[src/rtl/sag_pkg.sv]
package sag_pkg;

  typedef enum logic [1:0] {
    DISP_NONE = 2'd0,
    DISP_B1   = 2'd1,
    DISP_B2   = 2'd2,
    DISP_B4   = 2'd3
  } dispSel_e;

  typedef struct packed {
    logic     load;
    logic     useBase;
    logic     useIdx;
    logic     zeroOut;
    logic [1:0] shamt;
    dispSel_e dispSel;
  } sagStrobe_t;

endpackage

[src/rtl/sag_ctrl.sv]
module sag_ctrl
  import sag_pkg::*;
#(
  parameter int REG_ID_W = 4,
  parameter int SP_ID    = 4
) (
  input  logic                clk,
  input  logic                rst_n,
  input  logic                inValid,
  input  logic                baseEn,
  input  logic                idxEn,
  input  logic [REG_ID_W-1:0] idxId,
  input  logic [1:0]          scaleCode,
  input  logic [1:0]          dispSize,
  output sagStrobe_t          strobe,
  output logic                outValid,
  output logic                illegal
);

  localparam logic [REG_ID_W-1:0] SpCode = REG_ID_W'(SP_ID);

  logic spAsIndex;

  always_comb begin
    spAsIndex       = idxEn && (idxId == SpCode);
    strobe.load     = inValid;
    strobe.useBase  = baseEn;
    strobe.useIdx   = idxEn;
    strobe.zeroOut  = spAsIndex;
    strobe.shamt    = scaleCode;
    strobe.dispSel  = dispSel_e'(dispSize);
  end

  always_ff @(posedge clk or negedge rst_n) begin
    if (!rst_n) begin
      outValid <= 1'b0;
      illegal  <= 1'b0;
    end else begin
      outValid <= inValid;
      if (inValid) illegal <= spAsIndex;
    end
  end

endmodule

[src/rtl/sag_datapath.sv]
module sag_datapath
  import sag_pkg::*;
#(
  parameter int ADDR_W = 32,
  parameter int DISP_W = 32
) (
  input  logic              clk,
  input  logic              rst_n,
  input  sagStrobe_t        strobe,
  input  logic [ADDR_W-1:0] baseVal,
  input  logic [ADDR_W-1:0] idxVal,
  input  logic [DISP_W-1:0] dispBytes,
  output logic [ADDR_W-1:0] addr
);

  logic [ADDR_W-1:0] dispB1, dispB2, dispB4;
  logic [ADDR_W-1:0] dispExt, baseTerm, idxTerm, sum;

  assign dispB1 = {{(ADDR_W-8){dispBytes[7]}}, dispBytes[7:0]};
  assign dispB2 = {{(ADDR_W-16){dispBytes[15]}}, dispBytes[15:0]};

  generate
    if (ADDR_W > DISP_W) begin : g_wide
      assign dispB4 = {{(ADDR_W-DISP_W){dispBytes[DISP_W-1]}}, dispBytes};
    end else begin : g_equal
      assign dispB4 = dispBytes[ADDR_W-1:0];
    end
  endgenerate

  always_comb begin
    unique case (strobe.dispSel)
      DISP_B1: dispExt = dispB1;
      DISP_B2: dispExt = dispB2;
      DISP_B4: dispExt = dispB4;
      default: dispExt = '0;
    endcase
    baseTerm = strobe.useBase ? baseVal : '0;
    idxTerm  = strobe.useIdx ? (idxVal << strobe.shamt) : '0;
    sum      = baseTerm + idxTerm + dispExt;
  end

  always_ff @(posedge clk or negedge rst_n) begin
    if (!rst_n) addr <= '0;
    else if (strobe.load) addr <= strobe.zeroOut ? '0 : sum;
  end

endmodule

[src/rtl/sag_top.sv]
module sag_top
  import sag_pkg::*;
#(
  parameter int ADDR_W   = 32,
  parameter int DISP_W   = 32,
  parameter int REG_ID_W = 4,
  parameter int SP_ID    = 4
) (
  input  logic                clk,
  input  logic                rst_n,
  input  logic                inValid,
  input  logic                baseEn,
  input  logic [ADDR_W-1:0]   baseVal,
  input  logic                idxEn,
  input  logic [REG_ID_W-1:0] idxId,
  input  logic [ADDR_W-1:0]   idxVal,
  input  logic [1:0]          scaleCode,
  input  logic [DISP_W-1:0]   dispBytes,
  input  logic [1:0]          dispSize,
  output logic                outValid,
  output logic [ADDR_W-1:0]   addr,
  output logic                illegal
);

  sagStrobe_t strobe;

  sag_ctrl #(.REG_ID_W(REG_ID_W), .SP_ID(SP_ID)) u_ctrl (
    .clk(clk), .rst_n(rst_n), .inValid(inValid), .baseEn(baseEn),
    .idxEn(idxEn), .idxId(idxId), .scaleCode(scaleCode),
    .dispSize(dispSize), .strobe(strobe), .outValid(outValid),
    .illegal(illegal)
  );

  sag_datapath #(.ADDR_W(ADDR_W), .DISP_W(DISP_W)) u_dp (
    .clk(clk), .rst_n(rst_n), .strobe(strobe), .baseVal(baseVal),
    .idxVal(idxVal), .dispBytes(dispBytes), .addr(addr)
  );

endmodule

[config.mk]
export PLATFORM = sky130hd
export DESIGN_NAME = sag_top
export DESIGN_NICKNAME = d
export VERILOG_FILES = /design/src/rtl/sag_pkg.sv /design/src/rtl/sag_ctrl.sv /design/src/rtl/sag_datapath.sv /design/src/rtl/sag_top.sv
export SDC_FILE = /design/constraint.sdc
export NUM_CORES = 1
export LEC_CHECK = 0
export BUFFER_PORTS_ARGS = -buffer_cell sky130_fd_sc_hd__buf_2
export CORE_MARGIN = 3
export CORE_UTILIZATION = 54
export DETAILED_ROUTE_END_ITERATION = 10
export HOLD_SLACK_MARGIN = 0.06
export PLACE_DENSITY = 0.85
export SETUP_SLACK_MARGIN = 0.4
export SYNTH_ARGS = -nofsm -noshare
export SYNTH_HDL_FRONTEND = slang
export SYNTH_HIERARCHICAL = 1
export SYNTH_SLANG_ARGS = --single-unit
[constraint.sdc]
create_clock -name clk -period 1.1 [get_ports clk]
set_clock_uncertainty 0.1 [all_clocks]
set_input_delay 0.22 -clock clk [delete_from_list [all_inputs] [get_ports clk]]
set_output_delay 0.22 -clock clk [all_outputs]
set_load 0.02 [all_outputs]
==> results.ini, run 1 <==
[outcome]
status=stopped before the end
lastStage=5_1_grt
firstError=[ERROR GRT-0232] Routing congestion too high. Check the congestion heatmap in the GUI.

[floorplan]
ios=143
start_util=0.564
die_w_um=102
fp-row-count=34
dieHeight_um=102

[synth]
synth_xor_area_frac=0.0421
synth_edf_count=0
synth_compound_area_frac=0.217
ys_ff_latch=34
avgSynthCellArea_um2=7.66
synth_nets=822
synth_simple_gate_area_frac=0.211
synth_area_um2=4990
synthMuxAreaShare=0.0627
ys_seq_area_frac=0.171
syn_inst=651
synth.distinct_cells=63
synthFlopType=dfrtp_1
ys_async_sr_fraction=1.00
synth_fa_ha_area_frac=0.204
synth_top_family_by_area=compound AO/OA/AOI/OAI gates
yosysWarningCount=6

[grt]
grt_max_degree=35
grt.total_usage=0.720
overflow=6
antenna_found_initial=7

[clocking]
clockBufferDepth=2
cts_max_level=2
cts_root_buf=clkbuf_8
cts_sinks=34
cts_buffers=5

[placement]
place.gp.congestion=0.954
post-dp-hpwl_mm=13.7
port_buffers=142

[timing]
worstEpCategory=register input
crit_endpoint=u_dp/addr[30]$_DFFE_PN0P_/D

[per-stage QoR]
stage                     utilization  std cells  setup slack (ns)  area [µm²]
after floorplan                     -        651             -2.28        5350
after global placement          0.796       1001             -2.41        7050
after detailed placement        0.796       1001             -2.41        7050
after CTS                       0.917       1043             -2.00        8110
[metal layers]
metal  track usage  GRT overflow
met1         0.716             0
met2         0.882             2
met3         0.569             0
met4         0.740             4
met5         0.163             0
[logic make-up after synthesis]
group / Yosys count
AOI/OAI and AO/OA: 159
xor gates and xnor gates: 24
DFF: 34
adders and majority gates: 62
muxes: 31
buffers and inverters: 115
and+or+nand+nor: 226
[what timing repair did]
item | in CTS
setup buffers | 32
setup endpoints to repair | 67
gates resized for setup | 166
gates cloned | 2
endpoints found under the hold margin | 34
pin swaps | 48
[cells in the mapped netlist, types with 5 or more instances]
master      n  area share
nor3_1      5      0.0050
a22o_1     14       0.025
o21bai_1    8       0.012
o21ai_1    10       0.010
dfrtp_1    34        0.17
nand3_1    41       0.041
xor2_1      9       0.016
nand2_1   122       0.092
mux2i_1    29       0.058
a21oi_1    57       0.057
o31ai_1     7       0.011
nor2_1     20       0.015
and3_1      5      0.0063
a21o_1     11       0.017
buf_4       8       0.012
xnor2_1    15       0.026
nand4_1     7      0.0088
inv_1      74       0.056
a32o_1      5       0.010
ha_1       30       0.075
o21ai_0    16       0.016
buf_1       7      0.0053
clkbuf_1   23       0.017
fa_1       32        0.13
==> run 2: changes to the inputs <==
--- a/config.mk
+++ b/config.mk
@@ -7,11 +7,9 @@
 export LEC_CHECK = 0
 export BUFFER_PORTS_ARGS = -buffer_cell sky130_fd_sc_hd__buf_2
 export CORE_MARGIN = 3
-export CORE_UTILIZATION = 54
+export CORE_UTILIZATION = 40
 export DETAILED_ROUTE_END_ITERATION = 10
-export HOLD_SLACK_MARGIN = 0.06
-export PLACE_DENSITY = 0.85
-export SETUP_SLACK_MARGIN = 0.4
+export PLACE_DENSITY_LB_ADDON = 0.15
 export SYNTH_ARGS = -nofsm -noshare
 export SYNTH_HDL_FRONTEND = slang
 export SYNTH_HIERARCHICAL = 1
==> results.ini, run 2 <==
[timing]
tightest_slew_ns=0.423
tns_ns=-55.11
fmax_mhz=323
finalMaxSlewViolations=0
fin_ws_ns=-2.00
period_minus_slack_ns=3.10
max_slew_margin=0.716
final_hold_viol_count=0
finalSetupViolations=65
timing.hold.ws_ns=0.0686
rsz0062_at_grt=true
finalCritPeriodShare=2.82

[placement]
port_buffers=142  ; unchanged
place.gp.congestion=0.885  ; -7.3%
post-place-ws_ns=-2.57  ; -0.160 ns
dpl_cell_area_um2=7200  ; +2.2%
post-dp-hpwl_mm=13.8  ; about the same

[floorplan]
fp-row-count=40  ; +18%
die_area_um2=13900
dieHeight_um=118  ; +15%
die_w_um=118  ; +15%
ios=143  ; unchanged
start_util=0.412  ; -0.152
core_area_um2=12100

[worst_setup_path]
critical_path_class=in2reg
cp.required_ns=1.17
start_kind=input pin
worstRegToRegCells=3
crit_cells=15
cp_cell_sequence=buf_8, buf_6, mux2_4, o211ai_1, fa_1, inv_2, ha_4, a211o_1, a211oi_4, buf_4, o211ai_2, nand3_2, or3_1, a21o_1, a32o_1
critPathArrivalTime_ns=3.17
worstPathMaxFanout=6
cp_top_family=compound AO/OA/AOI/OAI gates
critPathMaxStageDelay_ns=0.49
path_buf_inv=4
worst_setup_path_end_kind=flop
slowest_stage=fa_1

[synth]
yosysMostFrequentCell=nand2_1
synth_nets=822  ; unchanged
synth_area_um2=4990  ; unchanged
synth_common_cells=nand2_1, inv_1, a21oi_1
synth.distinct_cells=63  ; unchanged
ys_ff_latch=34  ; unchanged
yosysWarningCount=6  ; unchanged
synth_edf_count=0  ; unchanged
synth_top_area_frac=0.171  ; unchanged
syn_inst=651  ; unchanged
yosys-top-cells-area=dfrtp_1, fa_1, nand2_1, ha_1, mux2i_1
avgSynthCellArea_um2=7.66  ; unchanged
ys_seq_area_frac=0.171  ; unchanged
synth_top_area_cell=dfrtp_1
ys_async_sr_fraction=1.00  ; unchanged
synthFlopType=dfrtp_1

[final_layout]
final_cell_mix=buf_4, nand2_1, buf_2, inv_1, buf_6
area_delta_synth_final_pct=74.9
final_common_cell=buf_4
antenna_cells=0
finish.utilization=0.720
drive_above_1_share=0.512
reg_top3=u_dp/addr: 32 flops, u_ctrl/illegal: 1 flops, u_ctrl/outValid: 1 flops
layout.nets=1149
largest_reg_flops=32
regMostFlops=u_dp/addr
nFillCells=934
finish.instance_area_um2=8730

[routing]
viasPerCell=5.04
first_pass_iters=5
vias=5786
wl_mm=17.6
drtAntennaViolNets=0
drc_errors=0
wl_per_cell_um=15.4
drtIter0Drc=390

[clocking]
cts_sinks=34  ; unchanged
clockBufferDepth=2  ; unchanged
cts_max_level=2  ; unchanged
clk_pin_slew_ns=0.05
cts_tree=yes
clk_latency_ns=0.28
cts_buffers=5  ; unchanged
cts_root_buf=clkbuf_16

[grt]
overflow=0
grt_pass1_vias=5842
grt_max_degree=35
grt.total_usage=0.243
antenna_found_initial=0
grt_pass1_wl_mm=28.1

[power]
vdd_drop_max_mv=0.801
power-per-cell-area_nw_per_um2=1430
leakagePower_nw=4.39

[flow_run]
cap_violations=0

[min_path]
holdPathStages=2
holdCritPathClass=in2reg

[outcome]
status=finished with violations
violations=negative setup slack

run 2: cell counts after synthesis:
No cell type changed its count.
run 2: worst paths after layout:
kind,from,end,slack [ns]
setup / recovery,scaleCode[0],u_dp/addr[28],-2.00
setup reg to reg,u_dp/addr[13],u_dp/addr[13],-0.02
hold / removal,idxId[0],u_ctrl/illegal,0.07
max in group asynchronous,rst_n,u_dp/addr[29],0.39
hold reg to reg,u_dp/addr[28],u_dp/addr[28],0.44
min in group asynchronous,rst_n,u_dp/addr[2],0.33
run 2: power by group:
| part | leakage (nW) | internal, W | switching (W) | total, W |
|---|---|---|---|---|
| clock | 0.0739 | 0.000897 | 0.000518 | 0.00142 |
| combinational | 3.90 | 0.00480 | 0.00423 | 0.00903 |
| sequential | 0.417 | 0.00167 | 0.000328 | 0.00199 |
run 2: cell families (layout without fill, tap and decap cells):
group                      after synthesis  in the layout  share of synthesized area
AOI/OAI and AO/OA                      159            159                      0.217
xor gates and xnor gates                24             24                     0.0421
adders and majority gates               62             62                      0.204
buffers and inverters                  115            443                     0.0930
DFF                                     34             34                      0.171
muxes                                   31             31                     0.0627
and+or+nand+nor                        226            226                      0.211
run 2: final cells by class:
type / instances / area (µm²) / area share
Multi-Input combinational cell: 502 / 4500 / 0.516
Timing Repair Buffer: 360 / 2730 / 0.313
Sequential cell: 34 / 851 / 0.0975
Inverter: 75 / 282 / 0.0323
Tap cell: 168 / 210 / 0.0241
Clock buffer: 7 / 143 / 0.0163
Clock inverter: 1 / 5.00 / 0.000574
run 2: what timing repair did:
item | CTS | global route
hold endpoints to repair | 34 | 0
setup endpoints to repair | 65 | 66
pin swaps | 63 | 42
resized for setup | 151 | 61
hold buffers | 1 | 0
buffers inserted | 39 | 23
run 2: per-layer routing:
| layer | part of all wire | wire [µm] | GRT usage | vias to the layer above |
|---|---|---|---|---|
| li1 | - | - | - | 2882 |
| met1 | 0.46 | 8040 | 0.337 | 2729 |
| met2 | 0.49 | 8590 | 0.413 | 157 |
| met3 | 0.042 | 743 | 0.0173 | 18 |
| met4 | 0.014 | 246 | 0.0645 | 0 |
| met5 | 0 | 0 | 0 | - |
run 2: stage by stage:
stage | power, W | cells
floorplan | 0.00573 | 651
global placement | 0.00835 | 1079
detailed placement | 0.00850 | 1079
CTS | 0.0115 | 1126
global route | 0.0132 | 1147
finish | 0.0124 | 1147
Power figures use the tool's default switching activity.
==> run 3: changes to the inputs <==
--- a/config.mk
+++ b/config.mk
@@ -10,6 +10,7 @@
 export CORE_UTILIZATION = 40
 export DETAILED_ROUTE_END_ITERATION = 10
 export PLACE_DENSITY_LB_ADDON = 0.15
+export RECOVER_POWER = 25
 export SYNTH_ARGS = -nofsm -noshare
 export SYNTH_HDL_FRONTEND = slang
 export SYNTH_HIERARCHICAL = 1
==> results.ini, run 3 (synthesis results as in run 2) <==
[worst_setup_path]
critPathArrivalTime_ns=3.20  ; +0.03 ns
regToRegStartpoint=u_dp/addr[13]
worstPathMaxFanout=6  ; unchanged
critPathMaxStageDelay_ns=0.49  ; about the same
worstRegToRegCells=3  ; unchanged
cp.required_ns=1.18  ; about the same
cp_cell_sequence=buf_8, buf_6, mux2_4, o211ai_1, fa_1, inv_2, ha_4, o21a_4, a211oi_4, buf_4, o211ai_2, buf_4, a21oi_4, xor2_2, o31ai_2
r2r_end=u_dp/addr[13]
cp_top_family=compound AO/OA/AOI/OAI gates
start_kind=input pin
critical_path_class=in2reg
worstSetupStartpoint=scaleCode[0]
crit_cells=15  ; unchanged
reg2reg_slack_ns=-0.02  ; about the same
cpMostUsedCell=buf_4
worst_setup_path_end_kind=flop
cp-endpoint=u_dp/addr[16]
path_buf_inv=5  ; +1
slowest_stage=fa_1

[timing]
period_minus_slack_ns=3.11  ; +0.0132 ns
fmax_mhz=321  ; -0.42%
finalMaxSlewViolations=0  ; unchanged
tns_ns=-55.24  ; -0.134 ns
max_slew_margin=0.694  ; -0.0217
finalCritPeriodShare=2.83  ; +0.0120
rsz0062_at_grt=true
fin_ws_ns=-2.01  ; -0.0132 ns
finalSetupViolations=65  ; unchanged
final_hold_viol_count=0  ; unchanged
tightest_slew_ns=0.459  ; +0.0356 ns

[floorplan]
die_area_um2=13900  ; unchanged
ios=143  ; unchanged
dieHeight_um=118  ; unchanged
die_w_um=118  ; unchanged
fp-row-count=40  ; unchanged
core_area_um2=12100  ; unchanged
start_util=0.412  ; unchanged

[final_layout]
nFillCells=938  ; +0.43%
drive_above_1_share=0.511  ; -0.00102
regMostFlops=u_dp/addr
reg_top3=u_dp/addr: 32 flops, u_ctrl/illegal: 1 flops, u_ctrl/outValid: 1 flops
multi_input_area_um2=4500  ; unchanged
final_common_cell=buf_4
finish.utilization=0.719  ; -0.00134
area_delta_synth_final_pct=74.5
final_cell_mix=buf_4, nand2_1, buf_2, inv_1, buf_6
antenna_cells=0  ; unchanged
layout.nets=1149  ; unchanged
regArea_um2=851  ; unchanged
largest_reg_flops=32  ; unchanged

[flow_run]
cap_violations=0  ; unchanged

[placement]
post-place-ws_ns=-2.57  ; unchanged
post-dp-hpwl_mm=13.8  ; unchanged
port_buffers=142  ; unchanged
place.gp.congestion=0.885  ; unchanged

[routing]
wl_per_cell_um=15.4  ; +0.30%
first_pass_iters=4  ; -1
drtAntennaViolNets=0  ; unchanged
viasPerCell=5.07  ; +0.41%
drtIter0Drc=367  ; -5.9%
wl_mm=17.7  ; +0.30%
vias=5810  ; +0.41%
drc_errors=0  ; unchanged

[clocking]
clockBufferDepth=2  ; unchanged
cts_sinks=34  ; unchanged
clk_latency_ns=0.28  ; about the same
cts_buffers=5  ; unchanged
clk_pin_slew_ns=0.06  ; about the same
cts_tree=yes
cts_max_level=2  ; unchanged
cts_root_buf=clkbuf_16

[grt]
grt_max_degree=35  ; unchanged
grt_pass1_vias=5842  ; unchanged
grt_pass1_wl_mm=28.1  ; unchanged
overflow=0  ; unchanged
antenna_found_initial=0  ; unchanged
grt.total_usage=0.243  ; unchanged

[power]
combPwrFrac=0.726  ; about the same
p_clk_frac=0.114  ; about the same
intPower_w=0.00735  ; about the same
power.switching_w=0.00507  ; about the same
swShare=0.408  ; about the same
seqPwrFrac=0.160  ; about the same
power-per-cell-area_nw_per_um2=1430  ; +0.11%
vdd_drop_max_mv=0.801  ; about the same
leakagePower_nw=4.39  ; -0.19%

[outcome]
status=finished with violations
violations=negative setup slack

[min_path]
holdCritPathClass=in2reg
holdPathStages=2  ; unchanged

run 3: cell types whose count changed in the layout (fill, tap and decap cells not counted):
cell and delta:
buf_12 -1, buf_4 -1, clkbuf_1 +1, clkbuf_4 +1
run 3: worst min path at each step:
stage,from,end
floorplan,rst_n,u_ctrl/illegal
global placement,rst_n,u_dp/addr[0]
detailed placement,rst_n,u_dp/addr[2]
CTS,idxId[0],u_ctrl/illegal
global route,idxId[0],u_ctrl/illegal
finish,idxId[0],u_ctrl/illegal
run 3: what timing repair did:
| action | in CTS | in global routing |
|---|---|---|
| setup endpoints to repair | 65 | 66 |
| gates cloned | 0 | 0 |
| hold buffers | 1 | 0 |
| endpoints found under the hold margin | 34 | 0 |
| pin swaps | 63 | 42 |
| gates resized for setup | 151 | 61 |
| buffers inserted | 39 | 23 |
run 3: cell type report:
cell class	count	area share
inverters	75	0.0323
repair buffers	360	0.312
multi-input cells	502	0.517
clock inverters	1	0.000575
well taps	168	0.0241
flip-flops and latches	34	0.0977
clock buffers	7	0.0164
run 3: worst register-to-register path: cells and delay by family (launching register included):
family                 cells  cell delay, ns
AOI/OAI and AO/OA          1            0.24
DFF                        1            0.40
buffers and inverters      2            0.26
run 3: power by group through the flow:
stage	sequential [W]	clock, W	combinational [W]
2_1_floorplan	0.00241	0	0.00333
3_3_place_gp	0.00190	0	0.00646
3_5_place_dp	0.00192	0	0.00658
4_1_cts	0.00197	0.00141	0.00813
5_1_grt	0.00204	0.00148	0.00971
6_report	0.00199	0.00141	0.00902
run 3: routing by layer:
metal	global-route usage	part of all wire
met3	0.0173	0.041
met2	0.413	0.49
met1	0.337	0.46
met5	0	0
met4	0.0645	0.014
run 3: through the flow:
stage	power, W	instance area, µm²	hold WS, ns	cells
after floorplan	0.00573	5310	-0.176	651
after CTS	0.0115	8250	0.0671	1126
after detailed placement	0.00850	7200	0.0881	1079
after global routing	0.0132	8710	0.0769	1147
final	0.0124	8710	0.0693	1147
after global placement	0.00835	7200	0.0894	1079
==> run 4: changes to the inputs <==
--- a/config.mk
+++ b/config.mk
@@ -5,6 +5,7 @@
 export SDC_FILE = /design/constraint.sdc
 export NUM_CORES = 1
 export LEC_CHECK = 0
+export ABC_AREA = 1
 export BUFFER_PORTS_ARGS = -buffer_cell sky130_fd_sc_hd__buf_2
 export CORE_MARGIN = 3
 export CORE_UTILIZATION = 40
==> results.ini, run 4 <==
[outcome]
status=finished with violations
violations=negative setup slack

[final_layout]
largest_reg_flops=32  ; unchanged
finish.instance_area_um2=9010  ; +3.5%
layout.nets=1310  ; +14%
area_delta_synth_final_pct=65.6
drive_above_1_share=0.445  ; -0.0660
nFillCells=1167  ; +24%
regMostFlops=u_dp/addr
reg_top3=u_dp/addr: 32 flops, u_ctrl/illegal: 1 flops, u_ctrl/outValid: 1 flops
final_cell_mix=nand2_1, inv_1, buf_2, buf_4, buf_6
antenna_cells=0  ; unchanged
final_common_cell=nand2_1

[timing]
fmax_mhz=382  ; +19%
finalSetupViolations=65  ; unchanged
fin_ws_ns=-1.52  ; +0.496 ns
max_slew_margin=0.599  ; -0.0954
finalCritPeriodShare=2.38  ; -0.451
final_hold_viol_count=0  ; unchanged
finalMaxSlewViolations=0  ; unchanged
tightest_slew_ns=0.601  ; +0.142 ns
tns_ns=-44.65  ; +10.59 ns
period_minus_slack_ns=2.62  ; -0.496 ns
rsz0062_at_grt=true

[routing]
wl_per_cell_um=14.0  ; -9.3%
drtAntennaViolNets=0  ; unchanged
vias=6410  ; +10%
drc_errors=0  ; unchanged
wl_mm=18.3  ; +3.7%
first_pass_iters=5  ; +1
drtIter0Drc=311  ; -15%
viasPerCell=4.89  ; -3.5%

[worst_setup_path]
critical_path_class=in2reg
worstPathMaxFanout=5  ; -1
cp.required_ns=1.20  ; +0.02 ns
start_kind=input pin
worst_setup_path_end_kind=flop
critPathArrivalTime_ns=2.72  ; -0.48 ns

[grt]
grt.total_usage=0.246  ; +0.00218
grt_pass1_vias=6311  ; +8.0%
antenna_found_initial=0  ; unchanged
grt_max_degree=33  ; -5.7%
grt_pass1_wl_mm=29.5  ; +4.8%
overflow=0  ; unchanged

[synth]
synth_common_cells=nand2_1, inv_1, a21oi_1
synthFlopType=dfrtp_1
ys_ff_latch=34  ; unchanged
synth_top_area_cell=nand2_1
yosys-top-cells-area=nand2_1, dfrtp_1, inv_1, fa_1, ha_1
ys_async_sr_fraction=1.00  ; unchanged
ys_seq_area_frac=0.156  ; -0.0141
yosysWarningCount=6  ; unchanged
syn_inst=898  ; +38%
synth_area_um2=5440  ; +9.0%
synth_top_area_frac=0.224  ; +0.0530
synth_edf_count=0  ; unchanged
yosysMostFrequentCell=nand2_1
avgSynthCellArea_um2=6.06  ; -21%
synth_nets=1069  ; +30%
synth.distinct_cells=36  ; -43%

[floorplan]
core_area_um2=13000  ; +7.2%
fp-row-count=41  ; +2.5%
start_util=0.419  ; +0.00718
die_w_um=123  ; +4.2%
die_area_um2=15000  ; +8.6%
ios=143  ; unchanged
dieHeight_um=123  ; +4.2%

[placement]
place.gp.congestion=0.903  ; +2.1%
post-place-ws_ns=-1.90  ; +0.666 ns
port_buffers=142  ; unchanged
post-dp-hpwl_mm=14.1  ; +2.6%
dpl_cell_area_um2=7390  ; +2.6%

[clocking]
cts_max_level=2  ; unchanged
cts_buffers=5  ; unchanged
clockBufferDepth=2  ; unchanged
cts_sinks=34  ; unchanged
cts_tree=yes
clk_latency_ns=0.27  ; about the same
cts_root_buf=clkbuf_16
clk_pin_slew_ns=0.05  ; about the same

[flow_run]
cap_violations=0  ; unchanged

[power]
swShare=0.444  ; +0.0359
intPower_w=0.00665  ; -9.6%
vdd_drop_max_mv=0.961  ; +20%
combPwrFrac=0.706  ; -0.020
leakagePower_nw=4.85  ; +11%
power.switching_w=0.00531  ; +4.7%
seqPwrFrac=0.160  ; about the same
power-per-cell-area_nw_per_um2=1330  ; -7.0%
p_clk_frac=0.134  ; +0.020

[min_path]
holdCritPathClass=in2reg

==> run 4: layout make-up <==
class / count / area [µm²] / area share
multi-input cells: 641 / 4970 / 0.551
repair buffers: 261 / 2040 / 0.226
flip-flops and latches: 34 / 851 / 0.0944
inverters: 193 / 743 / 0.0825
well taps: 172 / 215 / 0.0239
clock buffers: 7 / 133 / 0.0147
repair inverters: 3 / 33.8 / 0.00375
clock inverters: 1 / 30.0 / 0.00333
==> run 4: cell families after synthesis <==
| logic type | after synthesis | share of synthesized area |
|---|---|---|
| adders and majority gates | 62 | 0.187 |
| buffers and inverters | 223 | 0.161 |
| and+or+nand+nor | 441 | 0.334 |
| DFF | 34 | 0.156 |
| AOI/OAI and AO/OA | 113 | 0.117 |
| muxes | 25 | 0.0460 |
==> run 4: per-stage QoR <==
stage,power (W),util,hold slack (ns),cells
CTS,0.0114,0.665,0.0643,1296
global placement,0.00826,0.570,0.0167,1258
global route,0.0129,0.694,0.0966,1312
floorplan,0.00610,-,-0.176,898
finish,0.0120,0.694,0.0975,1312
detailed placement,0.00832,0.570,0.0162,1258
==> run 4: worst paths after layout <==
check / startpoint / to / slack, ns / depth (start not counted)
worst max-delay path: scaleCode[0] / u_dp/addr[17] / -1.52 / 18
worst min-delay path: inValid / u_ctrl/outValid / 0.1 / 2
worst max register to register: u_dp/addr[3] / u_dp/addr[3] / 0.13 / 4
worst min register to register: u_dp/addr[29] / u_dp/addr[29] / 0.40 / 2
max in group asynchronous: rst_n / u_dp/addr[29] / 0.20 / 3
min in group asynchronous: rst_n / u_dp/addr[1] / 0.26 / 2
==> run 4: what timing repair did <==
action	in CTS	in global routing
gates cloned	4	0
pin swaps	74	39
hold endpoints to repair	12	0
endpoints found under the setup margin	66	66
buffers inserted	28	19
gates resized for setup	222	71
hold buffers	1	0
==> run 4: worst max-delay path, stage by stage <==
cell	delay (ns)
buf_12	0.11
buf_8	0.13
buf_6	0.11
o21ai_4	0.15
buf_4	0.13
a22oi_2	0.06
fa_1	0.50
inv_2	0.06
fa_2	0.44
nand3_4	0.10
nand3_4	0.10
nand3_2	0.10
nand3_4	0.10
nand2_1	0.07
nand2_1	0.06
nand2_1	0.06
nand2_1	0.05
o21ai_1	0.12
==> run 4: routing by layer <==
layer  GRT usage  share of wire  wire length [µm]  vias up
li1            -              -                 -     3238
met1       0.306           0.42              7740     2994
met2       0.464           0.52              9620      160
met3      0.0272          0.042               771       18
met4      0.0336          0.010               192        0
met5           0              0                 0        -
==> run 4: power by group through the flow <==
stage,logic [W],registers [W],clock network [W]
after CTS,0.00791,0.00192,0.00162
after global placement,0.00641,0.00184,0
after detailed placement,0.00647,0.00185,0
final,0.00844,0.00192,0.00160
after floorplan,0.00382,0.00228,0
after global routing,0.00921,0.00196,0.00168
